<file path="src/rtl/kbd_evt_pkg.sv">
package kbd_evt_pkg;

    typedef enum logic {
        RDY_IDLE = 1'b0,
        RDY_HELD = 1'b1
    } rdy_state_e;

    typedef struct packed {
        logic ext;
        logic rel;
    } prefix_t;

    typedef struct packed {
        logic left;
        logic right;
    } shift_t;

endpackage

</file>
<file path="src/rtl/kbd_prefix_track.sv">
module kbd_prefix_track
    import kbd_evt_pkg::*;
#(
    parameter int              CODE_W   = 8,
    parameter logic [CODE_W-1:0] EXT_CODE = 8'hE0,
    parameter logic [CODE_W-1:0] REL_CODE = 8'hF0
) (
    input  logic              clk,
    input  logic              rst,
    input  logic              byte_vld,
    input  logic [CODE_W-1:0] byte_in,
    output logic              code_evt,
    output logic              held_ext,
    output logic              held_rel
);

    prefix_t st_d, st_q;
    logic    is_ext, is_rel;

    assign is_ext = (byte_in == EXT_CODE);
    assign is_rel = (byte_in == REL_CODE);

    always_comb begin
        st_d     = st_q;
        code_evt = 1'b0;
        if (byte_vld) begin
            if (is_ext) begin
                st_d.ext = 1'b1;
            end else if (is_rel) begin
                st_d.rel = 1'b1;
            end else begin
                code_evt = 1'b1;
                st_d     = '0;
            end
        end
    end

    always_ff @(posedge clk) begin
        if (rst) st_q <= '0;
        else     st_q <= st_d;
    end

    assign held_ext = st_q.ext;
    assign held_rel = st_q.rel;

    // every ordinary code leaves both held flags clear
    a_r4_prefix_cleared: assert property (@(posedge clk) disable iff (rst)
        code_evt |=> (!held_ext && !held_rel));

    // the extended marker is held for the next code
    a_r1_ext_held: assert property (@(posedge clk) disable iff (rst)
        (byte_vld && byte_in == EXT_CODE) |=> held_ext);

endmodule

</file>
<file path="src/rtl/kbd_shift_track.sv">
module kbd_shift_track
    import kbd_evt_pkg::*;
#(
    parameter int              CODE_W  = 8,
    parameter logic [CODE_W-1:0] LS_CODE = 8'h12,
    parameter logic [CODE_W-1:0] RS_CODE = 8'h59
) (
    input  logic              clk,
    input  logic              rst,
    input  logic              code_evt,
    input  logic [CODE_W-1:0] byte_in,
    input  logic              held_rel,
    output logic              is_shift,
    output logic              shift_on
);

    shift_t sh_d, sh_q;
    logic   hit_l, hit_r;

    assign hit_l    = (byte_in == LS_CODE);
    assign hit_r    = (byte_in == RS_CODE);
    assign is_shift = hit_l || hit_r;

    always_comb begin
        sh_d = sh_q;
        if (code_evt) begin
            if (hit_l) sh_d.left  = !held_rel;
            if (hit_r) sh_d.right = !held_rel;
        end
    end

    always_ff @(posedge clk) begin
        if (rst) sh_q <= '0;
        else     sh_q <= sh_d;
    end

    assign shift_on = sh_q.left || sh_q.right;

    // a left shift make sets the state, a break clears it
    a_r5_left_make: assert property (@(posedge clk) disable iff (rst)
        (code_evt && hit_l && !held_rel) |=> shift_on);
    a_r5_right_make: assert property (@(posedge clk) disable iff (rst)
        (code_evt && hit_r && !held_rel) |=> shift_on);

endmodule

</file>
<file path="src/rtl/kbd_event_hold.sv">
module kbd_event_hold
    import kbd_evt_pkg::*;
#(
    parameter int CODE_W = 8
) (
    input  logic              clk,
    input  logic              rst,
    input  logic              strobe,
    input  logic [CODE_W-1:0] code_in,
    input  logic              ext_in,
    input  logic              rel_in,
    input  logic              host_read,
    output logic [CODE_W-1:0] key_code,
    output logic              key_ext,
    output logic              key_rel,
    output logic              evt_ready
);

    typedef struct packed {
        logic [CODE_W-1:0] code;
        logic              ext;
        logic              rel;
        rdy_state_e        rdy;
    } hold_t;

    hold_t hd_d, hd_q;

    always_comb begin
        hd_d = hd_q;
        if (strobe) begin
            hd_d.code = code_in;
            hd_d.ext  = ext_in;
            hd_d.rel  = rel_in;
            hd_d.rdy  = RDY_HELD;
        end else if (host_read) begin
            hd_d.rdy  = RDY_IDLE;
        end
    end

    always_ff @(posedge clk) begin
        if (rst) begin
            hd_q <= '{code: '0, ext: 1'b0, rel: 1'b0, rdy: RDY_IDLE};
        end else begin
            hd_q <= hd_d;
        end
    end

    assign key_code  = hd_q.code;
    assign key_ext   = hd_q.ext;
    assign key_rel   = hd_q.rel;
    assign evt_ready = (hd_q.rdy == RDY_HELD);

    // a read with no event drops the ready flag
    a_r7_read_clears: assert property (@(posedge clk) disable iff (rst)
        (host_read && !strobe) |=> !evt_ready);

    // an event always leaves the ready flag set
    a_r8_strobe_sets: assert property (@(posedge clk) disable iff (rst)
        strobe |=> evt_ready);

    // outputs hold without an event
    a_r11_hold_stable: assert property (@(posedge clk) disable iff (rst)
        !strobe |=> ($stable(key_code) && $stable(key_ext) && $stable(key_rel)));

endmodule

</file>
<file path="src/rtl/ps2_keycode_decoder.sv">
module ps2_keycode_decoder
    import kbd_evt_pkg::*;
#(
    parameter int                CODE_W     = 8,
    parameter logic [CODE_W-1:0] EXT_CODE   = 8'hE0,
    parameter logic [CODE_W-1:0] REL_CODE   = 8'hF0,
    parameter logic [CODE_W-1:0] LS_CODE    = 8'h12,
    parameter logic [CODE_W-1:0] RS_CODE    = 8'h59,
    parameter bit                HIDE_SHIFT = 1'b0
) (
    input  logic              clk,
    input  logic              rst,
    input  logic              byte_vld,
    input  logic [CODE_W-1:0] byte_in,
    input  logic              host_read,
    output logic [CODE_W-1:0] key_code,
    output logic              key_ext,
    output logic              key_rel,
    output logic              shift_on,
    output logic              evt_ready
);

    logic code_evt, held_ext, held_rel, is_shift, strobe;

    kbd_prefix_track #(
        .CODE_W(CODE_W), .EXT_CODE(EXT_CODE), .REL_CODE(REL_CODE)
    ) prefix_i (
        .clk(clk), .rst(rst), .byte_vld(byte_vld), .byte_in(byte_in),
        .code_evt(code_evt), .held_ext(held_ext), .held_rel(held_rel)
    );

    kbd_shift_track #(
        .CODE_W(CODE_W), .LS_CODE(LS_CODE), .RS_CODE(RS_CODE)
    ) shift_i (
        .clk(clk), .rst(rst), .code_evt(code_evt), .byte_in(byte_in),
        .held_rel(held_rel), .is_shift(is_shift), .shift_on(shift_on)
    );

    generate
        if (HIDE_SHIFT) begin : g_hide
            assign strobe = code_evt && !is_shift;

            // hidden shift codes never raise the ready flag
            a_r9_hidden_shift: assert property (@(posedge clk) disable iff (rst)
                (byte_vld && (byte_in == LS_CODE || byte_in == RS_CODE) && !evt_ready)
                |=> !evt_ready);
        end else begin : g_pass
            assign strobe = code_evt;
        end
    endgenerate

    kbd_event_hold #(
        .CODE_W(CODE_W)
    ) hold_i (
        .clk(clk), .rst(rst), .strobe(strobe), .code_in(byte_in),
        .ext_in(held_ext), .rel_in(held_rel), .host_read(host_read),
        .key_code(key_code), .key_ext(key_ext), .key_rel(key_rel),
        .evt_ready(evt_ready)
    );

    // a prefix byte alone creates no event
    a_r2_prefix_silent: assert property (@(posedge clk) disable iff (rst)
        (byte_vld && (byte_in == EXT_CODE || byte_in == REL_CODE) && !host_read)
        |=> ($stable(evt_ready) && $stable(key_code)));

endmodule

</file>
<file path="config.mk">
export PLATFORM = sky130hd
export DESIGN_NAME = ps2_keycode_decoder
export DESIGN_NICKNAME = d
export VERILOG_FILES = /design/src/rtl/kbd_evt_pkg.sv /design/src/rtl/kbd_prefix_track.sv /design/src/rtl/kbd_shift_track.sv /design/src/rtl/kbd_event_hold.sv /design/src/rtl/ps2_keycode_decoder.sv
export SDC_FILE = /design/constraint.sdc
export NUM_CORES = 1
export LEC_CHECK = 0
export BUFFER_PORTS_ARGS = -buffer_cell sky130_fd_sc_hd__buf_2
export CORE_MARGIN = 5
export CORE_UTILIZATION = 40
export CTS_CLUSTER_DIAMETER = 60
export DETAILED_ROUTE_END_ITERATION = 10
export GPL_TIMING_DRIVEN = 0
export PLACE_DENSITY = 0.69
export SLEW_MARGIN = 10
export SYNTH_ARGS = -nofsm -noshare
export SYNTH_HDL_FRONTEND = slang
export SYNTH_SLANG_ARGS = --single-unit
</file>
<file path="constraint.sdc">
create_clock -name clk -period 1.3 [get_ports clk]
set_input_delay 0.13 -clock clk [delete_from_list [all_inputs] [get_ports clk]]
set_output_delay 0.13 -clock clk [all_outputs]
set_load 0.005 [all_outputs]
</file>
# After elaboration in Yosys (flattened, before gate mapping)
# Index checks and enable logic that the tools add are counted.
dict set report word_totals {
  inputBits 12
  wordCells 29
  output_inout_bits 12
  register_bits 15
}
dict set report op_classes {
  n_bitwise 1
  n_mux 8
  n_eq_ne 5
  n_reduce_logical 7
}
# cell count
set op_table {}
lappend op_table {{$eq 8x8->1 const B} 2}
lappend op_table {{$eq 8x5->1 const B} 1}
lappend op_table {{$eq 8x7->1 const B} 1}
lappend op_table {{$mux 1} 8}
lappend op_table {{$reduce_and 2->1} 4}
lappend op_table {{$ne 2x1->1 const B} 1}
lappend op_table {{$reduce_bool 2->1} 1}
lappend op_table {{$logic_not 1->1} 1}
lappend op_table {{$logic_or 1x1->1} 1}
lappend op_table {{$not 1->1} 1}

# Longest topological paths before layout
dict set report depth {
  depth_word 5
  depth_mapped 4
  ltp_nobuf 3
}

# Modules after synthesis
# A second synthesis with hierarchy kept.
dict set report hier_totals {
  hier_cells 60
  hier_area_um2 628.1
}
# mod instances seq_area_each_um2 cells_each area_each_um2
set by_module_without_submodules {}
lappend by_module_without_submodules {kbd_event_hold 1 220.2 36 389.1}
lappend by_module_without_submodules {kbd_shift_track 1 40.0 13 142.6}
lappend by_module_without_submodules {kbd_prefix_track 1 40.0 11 96.3}

# Worst setup path before layout
# OpenSTA, ideal clock, no wires.
dict set report synth_path {
  path_kind {input -> register}
  start {input byte_in[0]}
  end {register hold_i.hd_q, in the netlist hold_i.key_code[0]}
  arrival_time_ns 1.259
  stages 4
  required_time_ns 1.181
  slack_ns -0.079
  path_buffers 1
  setup_ns 0.119
  path_cell_list {or4b_4 -> o41a_1 -> buf_6 -> mux2i_1}
}
dict set report synth_via {
  elab_chain_len 4
  elab_cells_between_ends 5
  cone_classes {2 x eq/ne; 3 x mux}
}
# item line
set synth_lines {}
lappend synth_lines {{start: declaration} ps2_keycode_decoder.sv:14} ;# input logic [CODE_W-1:0] byte_in,
lappend synth_lines {{$eq 8x8->1} kbd_prefix_track.sv:21} ;# assign is_rel = (byte_in == REL_CODE);
lappend synth_lines {{$mux 1} kbd_prefix_track.sv:29} ;# end else if (is_rel) begin
lappend synth_lines {{$mux 1} kbd_prefix_track.sv:27} ;# if (is_ext) begin
lappend synth_lines {{$mux 1} kbd_prefix_track.sv:26} ;# if (byte_vld) begin
lappend synth_lines {{end signal: assignment} kbd_event_hold.sv:42} ;# hd_q <= '{code: '0, ext: 1'b0, rel: 1'b0, rdy: RDY_IDLE};
lappend synth_lines {{end: declaration} kbd_event_hold.sv:26} ;# hold_t hd_d, hd_q;
# Several ways; a longest one is shown, not always the timed one.
# A chain may end at the register's enable or synchronous reset.

# Worst setup path after layout
dict set report layout_path {
  start {input byte_in[1]}
  end {register hold_i.hd_q, in the netlist hold_i.key_code[3]}
}
dict set report layout_via {
  elab_chain_len 4
  elab_cells_between_ends 5
  cone_classes {2 x eq/ne; 3 x mux}
}
# item line
set layout_lines {}
lappend layout_lines {{$eq 8x8->1} kbd_prefix_track.sv:21}
lappend layout_lines {{$mux 1} kbd_prefix_track.sv:29}
lappend layout_lines {{$mux 1 *} kbd_prefix_track.sv:27}
lappend layout_lines {{$mux 1 *} kbd_prefix_track.sv:26}
# Every way passes the cells marked *; elsewhere a longest branch is shown, timed or not.

==> qor.yml <==
place:
  dp_hpwl_um: 1080
  dpl_cell_area_um2: 848
  port-buffer-count: 22
  finalWeightedCongestion: 0.754
  dp_cells: 119
sta:
  slew_viol_final: 0
  skew_ns: 0.000245
  worst_slew_margin_rel_pct: 72.7
  timing.fmax_mhz: 783
  period_needed_ns: 1.28
  setup_violations: 0
  period_share_pct: 98.2
  finalHoldViolCount: 0
  tightest_slew_ns: 0.410
routing:
  drtPass1Iterations: 4
  ant_nets: 0
  drc_errors: 0
  routed-via-count: 595
  drtIter0Drc: 5
  routed_wl_um: 1420
  wl_per_cell_um: 11.3
  vias_per_cell: 4.76
logic_synthesis:
  synth_top_area_cell: "dfxtp_1"
  synth-edff-count: 0
  yosys.cell_types.count: 22
  synth_nets: 84
  yosys_warnings: 0
  synthFlopType: "dfxtp_1"
  synth-seq-cells: 15
  syn_area_per_cell_um2: 9.77
  synth_top_area_share_pct: 42.7
  synth_seq_area_share_pct: 42.7
  synth_top_cells_by_area: "dfxtp_1 (43%), nand2b_1 (13%), mux2i_1 (11%), a21oi_1 (3.6%), o31ai_1 (3.2%)"
  netlist_area_um2: 703
  syn_inst: 72
  async_flop_share_pct: 0
setup_path:
  crit_top_cell: "buf_2"
  critPathKind: "in2reg"
  start_kind: "input pin"
  crit_buf_inv: 2
  ff2ff_setup_slack_ns: 0.21
  cp_max_fo: 5
  slowest_delay_ns: 0.52
  cp.required_ns: 1.48
  critPathTopFamily: "simple AND/OR/NAND/NOR gates"
  crit_chain: "buf_2 -> or4b_4 -> o41a_1 -> buf_2 -> mux2i_1"
  cpMaxStageDelayCell: "or4b_4"
  crit_path_end_kind: "register"
  cp.arrival_ns: 1.45
global_routing:
  grt_pass1_wl_um: 2410
  antenna_found_initial: 0
  grt_max_degree: 11
  track_usage_pct: 12.1
  grt_pass1_vias: 546
  overflow: 0
clock_network:
  cts_buffers: 3
  htreeDepth: 1
  clock_path_buffers: 2
  clock_latency_ns: 0.27
  clockRootBuffer: "clkbuf_4"
  clkTransAtPathRegs_ns: 0.09
  cts_hold_buffers: 0
  cts_tree: "yes"
  clock-sinks: 15
final_layout:
  drive_above_1_share_pct: 34.0
  final_cells: 125
  fin_area_um2: 893
  area_growth_pct: 27.0
  nets: 113
  antennaDiodeCount: 0
die:
  die_area_mm2: 0.00270
  die_y_um: 51.9
  die_x_um: 51.9
  rows: 15
  io-pin-count: 24
  start_util_pct: 41.2
  fp.coreArea_mm2: 0.00171
outcome:
  status: "finished clean"
worst_hold_path:
  hp-class: "in2reg"
pwr:
  power_density_mw_per_mm2: 985
  p_leak_uw: 0.000393
  ir_drop_uv: 640
job:
  max_cap_violations: 0
==> worst paths after layout <==
path,start,endpoint,depth (start not counted)
worst max-delay path,byte_in[1],hold_i.key_code[3],5
worst min-delay path,byte_in[0],hold_i.key_code[0],3
worst max register to register,hold_i.key_code[2],hold_i.key_code[2],3
worst min register to register,hold_i.key_code[1],hold_i.key_code[1],2
==> worst min-delay path, cell delays in order <==
cell,delay (ns)
buf_6,0.10
nand2b_1,0.06
mux2i_1,0.06
==> sequential cells by signal, summed over array words and instances, names as in the netlist <==
register / cells
hold_i.evt_ready: 1
hold_i.key_code: 8
hold_i.key_rel: 1
shift_i.sh_q: 2
prefix_i.held_rel: 1
hold_i.key_ext: 1
prefix_i.held_ext: 1
==> cells in the final DEF, fill, tap and decap left out, drive strengths merged <==
master	Yosys	routed
inv	5	5
or3	1	1
o21ba	1	1
buf	1	25
nor3	2	2
nor2b	1	1
dfxtp	15	15
or2	1	1
a221oi	1	1
o41a	1	1
a21oi	5	5
nand3b	1	1
or4b	2	2
nand2	1	1
nand2b	15	15
o21ai	1	1
nand4b	1	1
mux2i	8	8
or4	3	3
clkbuf	3	7
o31ai	3	3
==> metrics by stage <==
| step | util (%) | setup WS, ns | hold WS (ns) | setup TNS (ns) | total power, uW |
|---|---|---|---|---|---|
| after floorplan | - | -0.0777 | 0.281 | -0.596 | 573 |
| after global placement | 49.7 | -0.264 | 0.425 | -2.85 | 624 |
| after detailed placement | 49.7 | -0.277 | 0.413 | -3.06 | 628 |
| after CTS | 51.2 | 0.0248 | 0.124 | 0 | 888 |
| after global routing | 52.3 | -0.00196 | 0.130 | -0.00488 | 938 |
| final | 52.3 | 0.0234 | 0.113 | 0 | 880 |
==> layout make-up <==
type	count	area, um2
Sequential cell	15	300
Clock buffer	4	26.3
Multi-Input combinational cell	48	365
Inverter	5	18.8
Timing Repair Buffer	24	129
Fill cell	175	815
Buffer	4	22.5
Tap cell	25	31.3
==> Yosys cell counts, drive strengths merged, types with 2 or more instances <==
cell and number:
a21oi 5, clkbuf 3, dfxtp 15, inv 5, mux2i 8, nand2b 15, nor3 2, o31ai 3
or4 3, or4b 2
==> per-layer routing <==
layer | vias up | global-route usage, % | part of all wire [%]
met3 | 2 | 4.30 | 5.6
met2 | 15 | 17.8 | 49
met1 | 269 | 15.1 | 43
met5 | - | 0 | 0
li1 | 309 | - | -
met4 | 0 | 6.55 | 2.0
==> cells by family (layout without fill, tap and decap cells) <==
group / after synthesis / after routing / share of synthesized area, %
AO/OA/AOI/OAI: 12 / 12 / 11.7
buffers and inverters: 9 / 37 / 5.87
flip-flops: 15 / 15 / 42.7
multiplexers: 8 / 8 / 11.4
AND/OR/NAND/NOR: 28 / 28 / 28.3
==> report_power, final <==
| group | total [uW] | internal (uW) | leakage [uW] | switching [uW] |
|---|---|---|---|---|
| Clock | 259 | 119 | 0.0000150 | 140 |
| Combinational | 130 | 67.3 | 0.000255 | 63.1 |
| Sequential | 490 | 480 | 0.000123 | 9.65 |
==> repair_timing <==
| action | in CTS | in global routing |
|---|---|---|
| gates resized for setup | 0 | 2 |
| endpoints found under the setup margin | 0 | 3 |
| setup buffers | 0 | 1 |
(Power assumes the default switching activity.)
